## config.mk

```make
export PLATFORM = sky130hd
export DESIGN_NAME = doorbell_regs
export DESIGN_NICKNAME = d
export VERILOG_FILES = /design/src/rtl/dbl_pkg.sv /design/src/rtl/dbl_ctrl.sv /design/src/rtl/dbl_dp.sv /design/src/rtl/doorbell_regs.sv
export SDC_FILE = /design/constraint.sdc
export NUM_CORES = 1
export LEC_CHECK = 0
export BUFFER_PORTS_ARGS = -buffer_cell sky130_fd_sc_hd__buf_2
export CORE_MARGIN = 1
export CORE_UTILIZATION = 55
export CTS_BUF_LIST = sky130_fd_sc_hd__clkbuf_8
export DETAILED_ROUTE_END_ITERATION = 12
export GPL_ROUTABILITY_DRIVEN = 0
export PLACE_DENSITY_LB_ADDON = 0.15
export SKIP_LAST_GASP = 1
export SYNTH_ARGS = -nofsm -noshare
export SYNTH_HDL_FRONTEND = slang
export SYNTH_SLANG_ARGS = --single-unit
```

## constraint.sdc

```tcl
create_clock -name clk -period 7 [get_ports clk]
set_input_delay 1.4 -clock clk [delete_from_list [all_inputs] [get_ports clk]]
set_output_delay 1.4 -clock clk [all_outputs]
set_load 0.1 [all_outputs]
```

## src/rtl/dbl_pkg.sv

```systemverilog
package dbl_pkg;
  localparam logic [7:0] OFF_MASK = 8'h00;
  localparam logic [7:0] OFF_STAT = 8'h04;
  localparam logic [7:0] OFF_POS  = 8'h08;
  localparam logic [7:0] OFF_BELL = 8'h0C;
  localparam int VEC_W = 8;
  localparam int ID_W  = 16;

  typedef struct packed {
    logic wrMask;
    logic wrStatus;
    logic wrBell;
    logic rdMask;
    logic rdStatus;
    logic rdPos;
  } strobe_t;
endpackage

```

## src/rtl/dbl_ctrl.sv

```systemverilog
module dbl_ctrl
  import dbl_pkg::*;
(
  input  logic       clk,
  input  logic       rstN,
  input  logic [7:0] busAddr,
  input  logic       busWrEn,
  input  logic       busRdEn,
  output strobe_t    strobes
);
  logic [7:0] wordAddr;
  assign wordAddr = {busAddr[7:2], 2'b00};

  always_comb begin
    strobes = '0;
    if (busWrEn) begin
      // writes drop the two low address bits
      case (wordAddr)
        OFF_MASK: strobes.wrMask   = 1'b1;
        OFF_STAT: strobes.wrStatus = 1'b1;
        OFF_BELL: strobes.wrBell   = 1'b1;
        default:  ;
      endcase
    end
    if (busRdEn) begin
      // reads decode the full byte address
      case (busAddr)
        OFF_MASK: strobes.rdMask   = 1'b1;
        OFF_STAT: strobes.rdStatus = 1'b1;
        OFF_POS:  strobes.rdPos    = 1'b1;
        default:  ;
      endcase
    end
  end

  p_one_write_r11: assert property (@(posedge clk) disable iff (!rstN)
    $onehot0({strobes.wrMask, strobes.wrStatus, strobes.wrBell}));

  p_read_aligned_r11: assert property (@(posedge clk) disable iff (!rstN)
    (strobes.rdMask || strobes.rdStatus || strobes.rdPos) |-> (busAddr[1:0] == 2'b00));
endmodule

```

## src/rtl/dbl_dp.sv

```systemverilog
module dbl_dp
  import dbl_pkg::*;
#(
  parameter int NODE_BITS = 4
) (
  input  logic                 clk,
  input  logic                 rstN,
  input  strobe_t              strobes,
  input  logic [31:0]          busWdata,
  input  logic                 msiMode,
  input  logic [ID_W-1:0]      ownId,
  input  logic                 localEvent,
  input  logic                 tblWe,
  input  logic [NODE_BITS-1:0] tblPeer,
  input  logic [VEC_W-1:0]     tblCount,
  input  logic                 cntWe,
  input  logic [NODE_BITS:0]   cntVal,
  output logic [31:0]          busRdata,
  output logic                 irqOut,
  output logic                 notifyValid,
  output logic [ID_W-1:0]      notifyPeer,
  output logic [VEC_W-1:0]     notifyVector
);
  localparam int PEERS = 1 << NODE_BITS;
  localparam int CNT_W = NODE_BITS + 1;
  localparam logic [CNT_W-1:0] PEER_MAX = CNT_W'(PEERS);

  logic [31:0]      maskQ, statusQ;
  logic [CNT_W-1:0] peerCntQ;
  logic [VEC_W-1:0] vecCnt [PEERS];

  // per-peer vector count table
  for (genvar g = 0; g < PEERS; g++) begin : gPeer
    logic [VEC_W-1:0] entQ;
    always_ff @(posedge clk) begin
      if (!rstN)                                          entQ <= '0;
      else if (tblWe && tblPeer == NODE_BITS'(g))         entQ <= tblCount;
    end
    assign vecCnt[g] = entQ;
  end

  always_ff @(posedge clk) begin
    if (!rstN)      peerCntQ <= '0;
    else if (cntWe) peerCntQ <= (cntVal > PEER_MAX) ? PEER_MAX : cntVal;
  end

  // doorbell decode
  logic [ID_W-1:0]  bellPeer;
  logic [VEC_W-1:0] bellVec;
  logic             peerOk, vecOk;
  assign bellPeer = busWdata[31:16];
  assign bellVec  = busWdata[7:0];
  assign peerOk   = 32'(bellPeer) < 32'(peerCntQ);
  assign vecOk    = bellVec < vecCnt[bellPeer[NODE_BITS-1:0]];

  always_ff @(posedge clk) begin
    if (!rstN) begin
      notifyValid  <= 1'b0;
      notifyPeer   <= '0;
      notifyVector <= '0;
    end else begin
      notifyValid <= strobes.wrBell && peerOk && vecOk;
      if (strobes.wrBell && peerOk && vecOk) begin
        notifyPeer   <= bellPeer;
        notifyVector <= bellVec;
      end
    end
  end

  // mask and status
  always_ff @(posedge clk) begin
    if (!rstN) begin
      maskQ   <= '0;
      statusQ <= '0;
    end else begin
      if (strobes.wrMask) maskQ <= busWdata;
      if (localEvent)            statusQ <= 32'd1;
      else if (strobes.wrStatus) statusQ <= busWdata;
      else if (strobes.rdStatus) statusQ <= '0;
    end
  end

  always_ff @(posedge clk) begin
    if (!rstN)                 busRdata <= '0;
    else if (strobes.rdMask)   busRdata <= maskQ;
    else if (strobes.rdStatus) busRdata <= statusQ;
    else if (strobes.rdPos)    busRdata <= 32'(ownId);
    else                       busRdata <= '0;
  end

  assign irqOut = !msiMode && ((maskQ & statusQ) != '0);

  p_msi_quiet_r5: assert property (@(posedge clk) disable iff (!rstN)
    msiMode |-> !irqOut);

  p_read_clears_r3: assert property (@(posedge clk) disable iff (!rstN)
    (strobes.rdStatus && !localEvent && !strobes.wrStatus) |=> (statusQ == '0));

  p_event_sets_r12: assert property (@(posedge clk) disable iff (!rstN)
    localEvent |=> (statusQ == 32'd1));

  p_notify_cause_r7: assert property (@(posedge clk) disable iff (!rstN)
    notifyValid |-> $past(strobes.wrBell));

  p_notify_peer_r8: assert property (@(posedge clk) disable iff (!rstN)
    notifyValid |-> (32'(notifyPeer) < 32'($past(peerCntQ))));

  p_peer_cap_r13: assert property (@(posedge clk) disable iff (!rstN)
    peerCntQ <= PEER_MAX);
endmodule

```

## src/rtl/doorbell_regs.sv

```systemverilog
module doorbell_regs
  import dbl_pkg::*;
#(
  parameter int NODE_BITS = 4
) (
  input  logic                 clk,
  input  logic                 rstN,
  input  logic                 msiMode,
  input  logic [15:0]          ownId,
  input  logic [7:0]           busAddr,
  input  logic                 busWrEn,
  input  logic                 busRdEn,
  input  logic [31:0]          busWdata,
  output logic [31:0]          busRdata,
  input  logic                 localEvent,
  input  logic                 tblWe,
  input  logic [NODE_BITS-1:0] tblPeer,
  input  logic [7:0]           tblCount,
  input  logic                 cntWe,
  input  logic [NODE_BITS:0]   cntVal,
  output logic                 irqOut,
  output logic                 notifyValid,
  output logic [15:0]          notifyPeer,
  output logic [7:0]           notifyVector
);
  strobe_t strobes;

  dbl_ctrl uCtrl (
    .clk     (clk),
    .rstN    (rstN),
    .busAddr (busAddr),
    .busWrEn (busWrEn),
    .busRdEn (busRdEn),
    .strobes (strobes)
  );

  dbl_dp #(.NODE_BITS(NODE_BITS)) uDp (
    .clk          (clk),
    .rstN         (rstN),
    .strobes      (strobes),
    .busWdata     (busWdata),
    .msiMode      (msiMode),
    .ownId        (ownId),
    .localEvent   (localEvent),
    .tblWe        (tblWe),
    .tblPeer      (tblPeer),
    .tblCount     (tblCount),
    .cntWe        (cntWe),
    .cntVal       (cntVal),
    .busRdata     (busRdata),
    .irqOut       (irqOut),
    .notifyValid  (notifyValid),
    .notifyPeer   (notifyPeer),
    .notifyVector (notifyVector)
  );
endmodule

```

==> out/results.ini, run 1 <==
[timing]
max-slew-margin-rel_pct = 36.67
rsz0062_at_grt = false
final-setup-viol-count = 0
slew_viol_final = 0
hold_viol = 0
fin_crit_sh_pct = 66.35
period_minus_slack_ns = 4.645
max_clock_freq_ghz = 0.2153
worstMarginPinSlew_ns = 0.9500
skew_ns = 0.01937
final.setup.tns_ns = 0

[power]
p_per_area_nw_per_um2 = 237.4
p_sw_w = 0.0006724
netSwitchingFraction_pct = 23.77
vdd_drop_max_v = 0.0002464
p_int_w = 0.002157
p_leak_nw = 4.827
combPwrFrac_pct = 5.6
pwr-share-clk_pct = 42.6
power_w = 0.002829
seqPwrFrac_pct = 51.8

[clocking]
cts.repair.resized = 0
h-tree-depth = 2
clk_latency_ns = 0.54
cts_buffer_depth = 3
cts_root_buf = clkbuf_8
path_clk_slew_ns = 0.06
cts_tree = done
cts_sinks = 254
postCtsSetupBuffers = 0
holdBufCountCts = 0
cts_buffers = 42

[floorplanning]
die_w_um = 139.7
die_h_um = 139.7
num_rows = 49
core_um2 = 18270
start_util_pct = 57.09
die-area_um2 = 19520
ioPinCount = 139

[detailed_routing]
routed_via_density = 5.885
vias = 8274
firstDrtPassIters = 8
drc_errors = 0
routedWlPerCell_um = 19.43
ant_nets = 0
routed_wl_mm = 27.33
drt_iter0_drc = 746

[worst_setup_path]
cp.required_ns = 7.42
critPathCaptureType = flop
rr_endpoint = uDp.notifyPeer[13]
crit_type = input port to flop
crit_arrival_ns = 5.06
crit_start = busWdata[16]
slowest_stage = buf_2
r2r_cells = 10
crit_path_start_kind = input port
regToRegSetupSlack_ns = 3.78
rr_startpoint = uDp.gPeer[15].entQ[5]
cp_max_fo = 29
path_cells = buf_2 -> mux4_2 -> mux4_2 -> inv_1 -> ha_1 -> a21oi_1 -> nor2b_1 -> o21ai_0 -> o311a_2 -> nand2_1 -> and3_1
slowest_delay_ns = 0.71
path_common_cell = mux4_2

[yosys]
syn_area_um2 = 10430
yosysUniqueCellTypes = 49
netlist_instances = 1038
syn_avg_cell_area_um2 = 10.05
async_reset_ff_share_pct = 0
ys_seq_area_share_pct = 48.75
ys.warnings.count = 0
synth_edf_count = 0
synth_nets = 1130
ys_ff_latch = 254
ys.flop_type = dfxtp_1

[layout]
final_nets = 1245
diodes = 0
drive_gt1_share_pct = 22.43
synthToLayoutAreaGrowth_pct = 14.29

[min_path]
min_from = uDp.notifyVector[7]
min_path_type = flop to flop
min_path_cells = 2
min_to = uDp.notifyVector[7]

[global_route]
antenna_found_initial = 0
grt_overflow = 0
grt_first_pass_wirelength_mm = 42.95
grt.total_usage_pct = 27.95
grt_max_degree = 120
first_global_vias = 7892

[status]
outcome = finished clean

[placed_design]
place_hpwl_mm = 17.10
portBuffers = 138

[run]
maxCapViolCount = 0

[per-stage QoR]
step | area, um^2 | util, % | std cells | hold WS (ns) | setup WS (ns)
2_1_floorplan | 10430 | - | 1038 | 0.4466 | 2.830
3_3_place_gp | 11150 | 61.04 | 1338 | 0.4572 | 1.940
3_5_place_dp | 11150 | 61.04 | 1338 | 0.4608 | 1.842
4_1_cts | 11920 | 65.24 | 1406 | 0.4690 | 2.354
5_1_grt | 11920 | 65.24 | 1406 | 0.4892 | 2.101
6_report | 11920 | 65.24 | 1406 | 0.4702 | 2.355
[worst max-delay path: cells and delay by family]
kind                     cells  cell delay (ns)
multiplexers                 2             1.08
AO/OA/AOI/OAI                3             0.92
AND/OR/NAND/NOR              3             0.56
buffers and inverters        2             0.83
adder cells (fa/ha/maj)      1             0.25
[cell type report]
cell class | instances | area [um^2]
Clock inverter | 18 | 80.08
Multi-Input combinational cell | 693 | 4954
Inverter | 13 | 53.80
Sequential cell | 254 | 5085
Timing Repair Buffer | 149 | 773.2
Clock buffer | 50 | 688.2
Tap cell | 229 | 286.5
Fill cell | 1514 | 6350
[cells in the final DEF, fill, tap and decap left out, types with 10 or more instances in the layout]
master / n
a21oi_1: 48
a222oi_1: 16
a22oi_1: 55
and3_1: 12
buf_2: 138
buf_4: 11
clkbuf_8: 50
dfxtp_1: 254
ha_1: 11
inv_1: 25
mux2i_1: 133
mux4_2: 37
nand2_1: 75
nand2b_1: 10
nand3_1: 15
nor2_1: 202
nor2_2: 13
[kinds of logic (layout without fill, tap and decap cells)]
| family | count (synthesis) | in the layout | synth area share, % |
|---|---|---|---|
| fa+ha+maj | 11 | 11 | 1.320 |
| simple gates | 359 | 359 | 15.06 |
| mux | 170 | 170 | 20.75 |
| flops | 254 | 254 | 48.75 |
| compound gates | 153 | 153 | 10.21 |
| buf+inv | 91 | 230 | 3.911 |
[metal layers]
metal	track usage, %	routed length (um)
met3	4.783	1828
met5	0	0
met1	38.02	12000
met2	44.82	12770
met4	9.948	727
[state kept, by name, indices dropped and copies added (netlist names)]
| register | count |
|---|---|
| uDp.busRdata | 32 |
| uDp.notifyPeer | 16 |
| uDp.notifyVector | 8 |
| uDp.peerCntQ | 5 |
| uDp.gPeer.entQ | 128 |
| uDp.maskQ | 32 |
| uDp.statusQ | 32 |
| uDp.notifyValid | 1 |
[cells in the mapped netlist (13+ instances only)]
library cell	instances	area (um^2)
dfxtp_1	254	5085
nor2_1	206	773.2
mux2i_1	133	1331
nand2_1	75	281.5
a22oi_1	55	412.9
clkbuf_1	49	183.9
a21oi_1	48	240.2
mux4_2	37	833.3
buf_2	19	95.09
a222oi_1	16	160.2
nand3_1	15	75.07
inv_1	13	48.80
[power groups by stage]
stage          clock, W  combinational (W)  sequential [W]
2_1_floorplan         0          0.0000974         0.00149
3_3_place_gp          0           0.000157         0.00150
3_5_place_dp          0           0.000158         0.00150
4_1_cts         0.00122           0.000159         0.00146
5_1_grt         0.00129           0.000172         0.00147
6_report        0.00121           0.000159         0.00146
[worst max-delay path by stage]
stage	to	slack (ns)
final	uDp.notifyPeer[13]	2.36
after detailed placement	uDp.notifyPeer[8]	1.84
after CTS	uDp.notifyPeer[13]	2.35
after floorplan	uDp.notifyPeer[10]	2.83
after global placement	uDp.notifyPeer[8]	1.94
after global routing	uDp.notifyPeer[13]	2.10
No activity file was read; power rests on OpenSTA's default activity.
==> run 2, diff against run 1 <==
--- a/config.mk
+++ b/config.mk
@@ -5,9 +5,10 @@
 export SDC_FILE = /design/constraint.sdc
 export NUM_CORES = 1
 export LEC_CHECK = 0
+export ABC_AREA = 1
 export BUFFER_PORTS_ARGS = -buffer_cell sky130_fd_sc_hd__buf_2
 export CORE_MARGIN = 1
-export CORE_UTILIZATION = 55
+export CORE_UTILIZATION = 54
 export CTS_BUF_LIST = sky130_fd_sc_hd__clkbuf_8
 export DETAILED_ROUTE_END_ITERATION = 12
 export GPL_ROUTABILITY_DRIVEN = 0
==> constraint.sdc (replaced) <==
create_clock -name clk -period 4.2 [get_ports clk]
set_input_delay 0.84 -clock clk [delete_from_list [all_inputs] [get_ports clk]]
set_output_delay 0.84 -clock clk [all_outputs]
set_load 0.1 [all_outputs]
==> run 2 against run 1 <==
Core utilization shrank 1.3 points. Synthesized cell count grew 43%. Register-to-register slack lost 2.2 ns. Synthesized area grew 2.9%. Global-route usage grew 2.0 points. First-iteration DRC count grew 22%. Worst setup slack lost 1.3 ns. Combinational power grew 130%. Sequential share of layout area shrank 1.8 points. Die area grew 4.7%. Final cell count grew 35%. Non-clock buffer count grew 9. Critical path type unchanged. Critical endpoint is now uDp.notifyPeer[15].
==> out/results.ini, run 2 <==
[clocking]
h-tree-depth = 2  ; unchanged
cts_sinks = 254  ; unchanged
postCtsSetupBuffers = 0  ; unchanged
holdBufCountCts = 0  ; unchanged
cts_buffers = 42  ; unchanged
cts.repair.resized = 0  ; unchanged
cts_tree = done
cts_buffer_depth = 3  ; unchanged
clk_latency_ns = 0.55  ; about the same
path_clk_slew_ns = 0.06  ; about the same
cts_root_buf = clkbuf_8

[yosys]
yosysTopAreaCell = dfxtp_1
ys_ff_latch = 254  ; unchanged
netlist_instances = 1481  ; +43%
synth_nets = 1573  ; +39%
ys.warnings.count = 0  ; unchanged
synth_area_leaders = dfxtp_1, nor2_1, o21ai_0
async_reset_ff_share_pct = 0  ; unchanged
yosysTopAreaCellShare_pct = 47.38  ; -1.4 points
yosysUniqueCellTypes = 34  ; -31%
ys.flop_type = dfxtp_1
synth_commonest_cells = nor2_1, dfxtp_1, o21ai_0
yosys.cell_count.top_type = nor2_1
syn_area_um2 = 10730  ; +2.9%
syn_avg_cell_area_um2 = 7.246  ; -28%
ys_seq_area_share_pct = 47.38  ; -1.4 points
synth_edf_count = 0  ; unchanged

[power]
p_per_area_nw_per_um2 = 402.6  ; +70%
vdd_drop_max_v = 0.0003928  ; +59%
p_leak_nw = 5.568  ; +15%
power_w = 0.005008  ; +77%

[timing]
max-slew-margin-rel_pct = 44.92  ; +8.3 points
max_clock_freq_ghz = 0.3152
period_minus_slack_ns = 3.172
slew_viol_final = 0  ; unchanged
final.setup.tns_ns = 0  ; unchanged
worstMarginPinSlew_ns = 0.8262  ; -0.1238 ns
hold_viol = 0  ; unchanged
rsz0062_at_grt = false
fin_crit_sh_pct = 75.53
final-setup-viol-count = 0  ; unchanged
whs_ns = 0.4486  ; -0.02153 ns
skew_ns = 0.01897  ; -0.0004080 ns

[floorplanning]
num_rows = 51  ; +4.1%
ioPinCount = 139  ; unchanged
core_um2 = 19460  ; +6.5%
start_util_pct = 55.14  ; -1.9 points
die_w_um = 143.0  ; +2.3%
die-area_um2 = 20440  ; +4.7%
die_h_um = 143.0  ; +2.3%

[worst_setup_path]
regToRegSetupSlack_ns = 1.54  ; -2.24 ns
crit_arrival_ns = 3.62  ; -1.44 ns
cp_max_fo = 53  ; +83%
slowest_delay_ns = 0.38  ; -0.33 ns
path_cells = buf_2 -> inv_2 -> buf_12 -> o21ai_0 -> o221ai_1 -> o211ai_1 -> nand2_1 -> inv_1 -> ha_1 -> nand2_1 -> inv_1 -> o21ai_0 -> nand3_1 -> nor2_2 -> nand2_1 -> nand3_1 -> inv_1
r2r_cells = 14  ; +4
critPathCaptureType = flop
cp.required_ns = 4.64  ; -2.78 ns
crit_path_start_kind = input port
rr_endpoint = uDp.notifyPeer[15]
crit_start = busWdata[16]
crit_type = input port to flop
slowest_stage = nor2_2
endpoint = uDp.notifyPeer[15]
rr_startpoint = uDp.gPeer[1].entQ[5]

[global_route]
grt_util_met3_pct = 5.298  ; +0.52 points
grt-busiest-layer = met2
grt_first_pass_wirelength_mm = 48.47  ; +13%
grt_overflow = 0  ; unchanged
grt_max_degree = 195  ; +63%
grt_use_met1_pct = 40.62  ; +2.6 points
antenna_found_initial = 0  ; unchanged
first_global_vias = 9359  ; +19%
use_met2_pct = 47.47  ; +2.7 points
grt.total_usage_pct = 29.94  ; +2.0 points

[layout]
final_cell_mix = nor2_1, dfxtp_1, o21ai_0
drive_gt1_share_pct = 13.80  ; -8.6 points
final_common_cell = nor2_1
diodes = 0  ; unchanged
synthToLayoutAreaGrowth_pct = 15.93
largest_register_ff_count = 128  ; unchanged
regMostFlops = uDp.gPeer.entQ
post-route-util_pct = 63.92  ; -1.3 points
final_nets = 1691  ; +36%
fin_cells = 1895  ; +35%

[placed_design]
placed_cells = 1820  ; +36%
portBuffers = 138  ; unchanged
place_hpwl_mm = 19.67  ; +15%

[detailed_routing]
routed_wl_mm = 30.51  ; +12%
routed_via_density = 5.514  ; -6.3%
ant_nets = 0  ; unchanged
drt_iter0_drc = 910  ; +22%
firstDrtPassIters = 5  ; -3
drc_errors = 0  ; unchanged
routedWlPerCell_um = 16.10  ; -17%
vias = 10449  ; +26%

[run]
maxCapViolCount = 0  ; unchanged

[status]
outcome = finished clean

[min_path]
min_path_type = flop to flop

==> run 2: critical path: cells and delay by family <==
kind,cells,cell delay (ns)
AND/OR/NAND/NOR,6,1.16
buffers and inverters,6,0.75
AO/OA/AOI/OAI,4,0.53
adder cells (fa/ha/maj),1,0.30
==> run 2: stage by stage <==
stage	setup WS, ns	instance area [um^2]
floorplan	0.9427	10730
global placement	0.5717	11590
detailed placement	0.4947	11590
CTS	1.061	12440
global route	0.6756	12440
finish	1.028	12440
==> run 2: power breakdown <==
group          switching [W]  total, W  internal, W
clock               0.000984   0.00218      0.00119
combinational       0.000256  0.000372     0.000116
sequential         0.0000168   0.00246      0.00244
==> run 2: worst min path at each step <==
stage,startpoint,end,slack (ns),cells past startpoint
finish,uDp.gPeer[12].entQ[7],uDp.gPeer[12].entQ[7],0.45,2
global route,uDp.gPeer[12].entQ[2],uDp.gPeer[12].entQ[2],0.47,2
CTS,uDp.gPeer[12].entQ[7],uDp.gPeer[12].entQ[7],0.45,2
detailed placement,uDp.gPeer[12].entQ[7],uDp.gPeer[12].entQ[7],0.44,2
global placement,uDp.gPeer[12].entQ[7],uDp.gPeer[12].entQ[7],0.43,2
floorplan,uDp.gPeer[12].entQ[1],uDp.gPeer[12].entQ[1],0.42,2
==> run 2: cell type report <==
class | instances | area [um^2]
fillers | 1759 | 7022
flip-flops and latches | 254 | 5085
multi-input cells | 1012 | 4781
repair buffers | 158 | 905.9
clock buffers | 53 | 729.5
inverters | 131 | 491.7
well taps | 265 | 331.6
clock inverters | 22 | 116.4
==> run 2: cells by family (layout without fill, tap and decap cells) <==
logic type	Yosys count	count (layout)	share of synthesized area [%]
buffers and inverters	215	364	8.138
adder cells (fa/ha/maj)	11	11	1.282
AO/OA/AOI/OAI	419	419	21.77
AND/OR/NAND/NOR	582	582	21.43
flip-flops	254	254	47.38
==> run 2: layer usage <==
layer / wire [um] / vias up
li1: - / 5152
met1: 13490 / 4782
met2: 13700 / 448
met3: 2462 / 67
met4: 859 / 0
met5: 0 / -
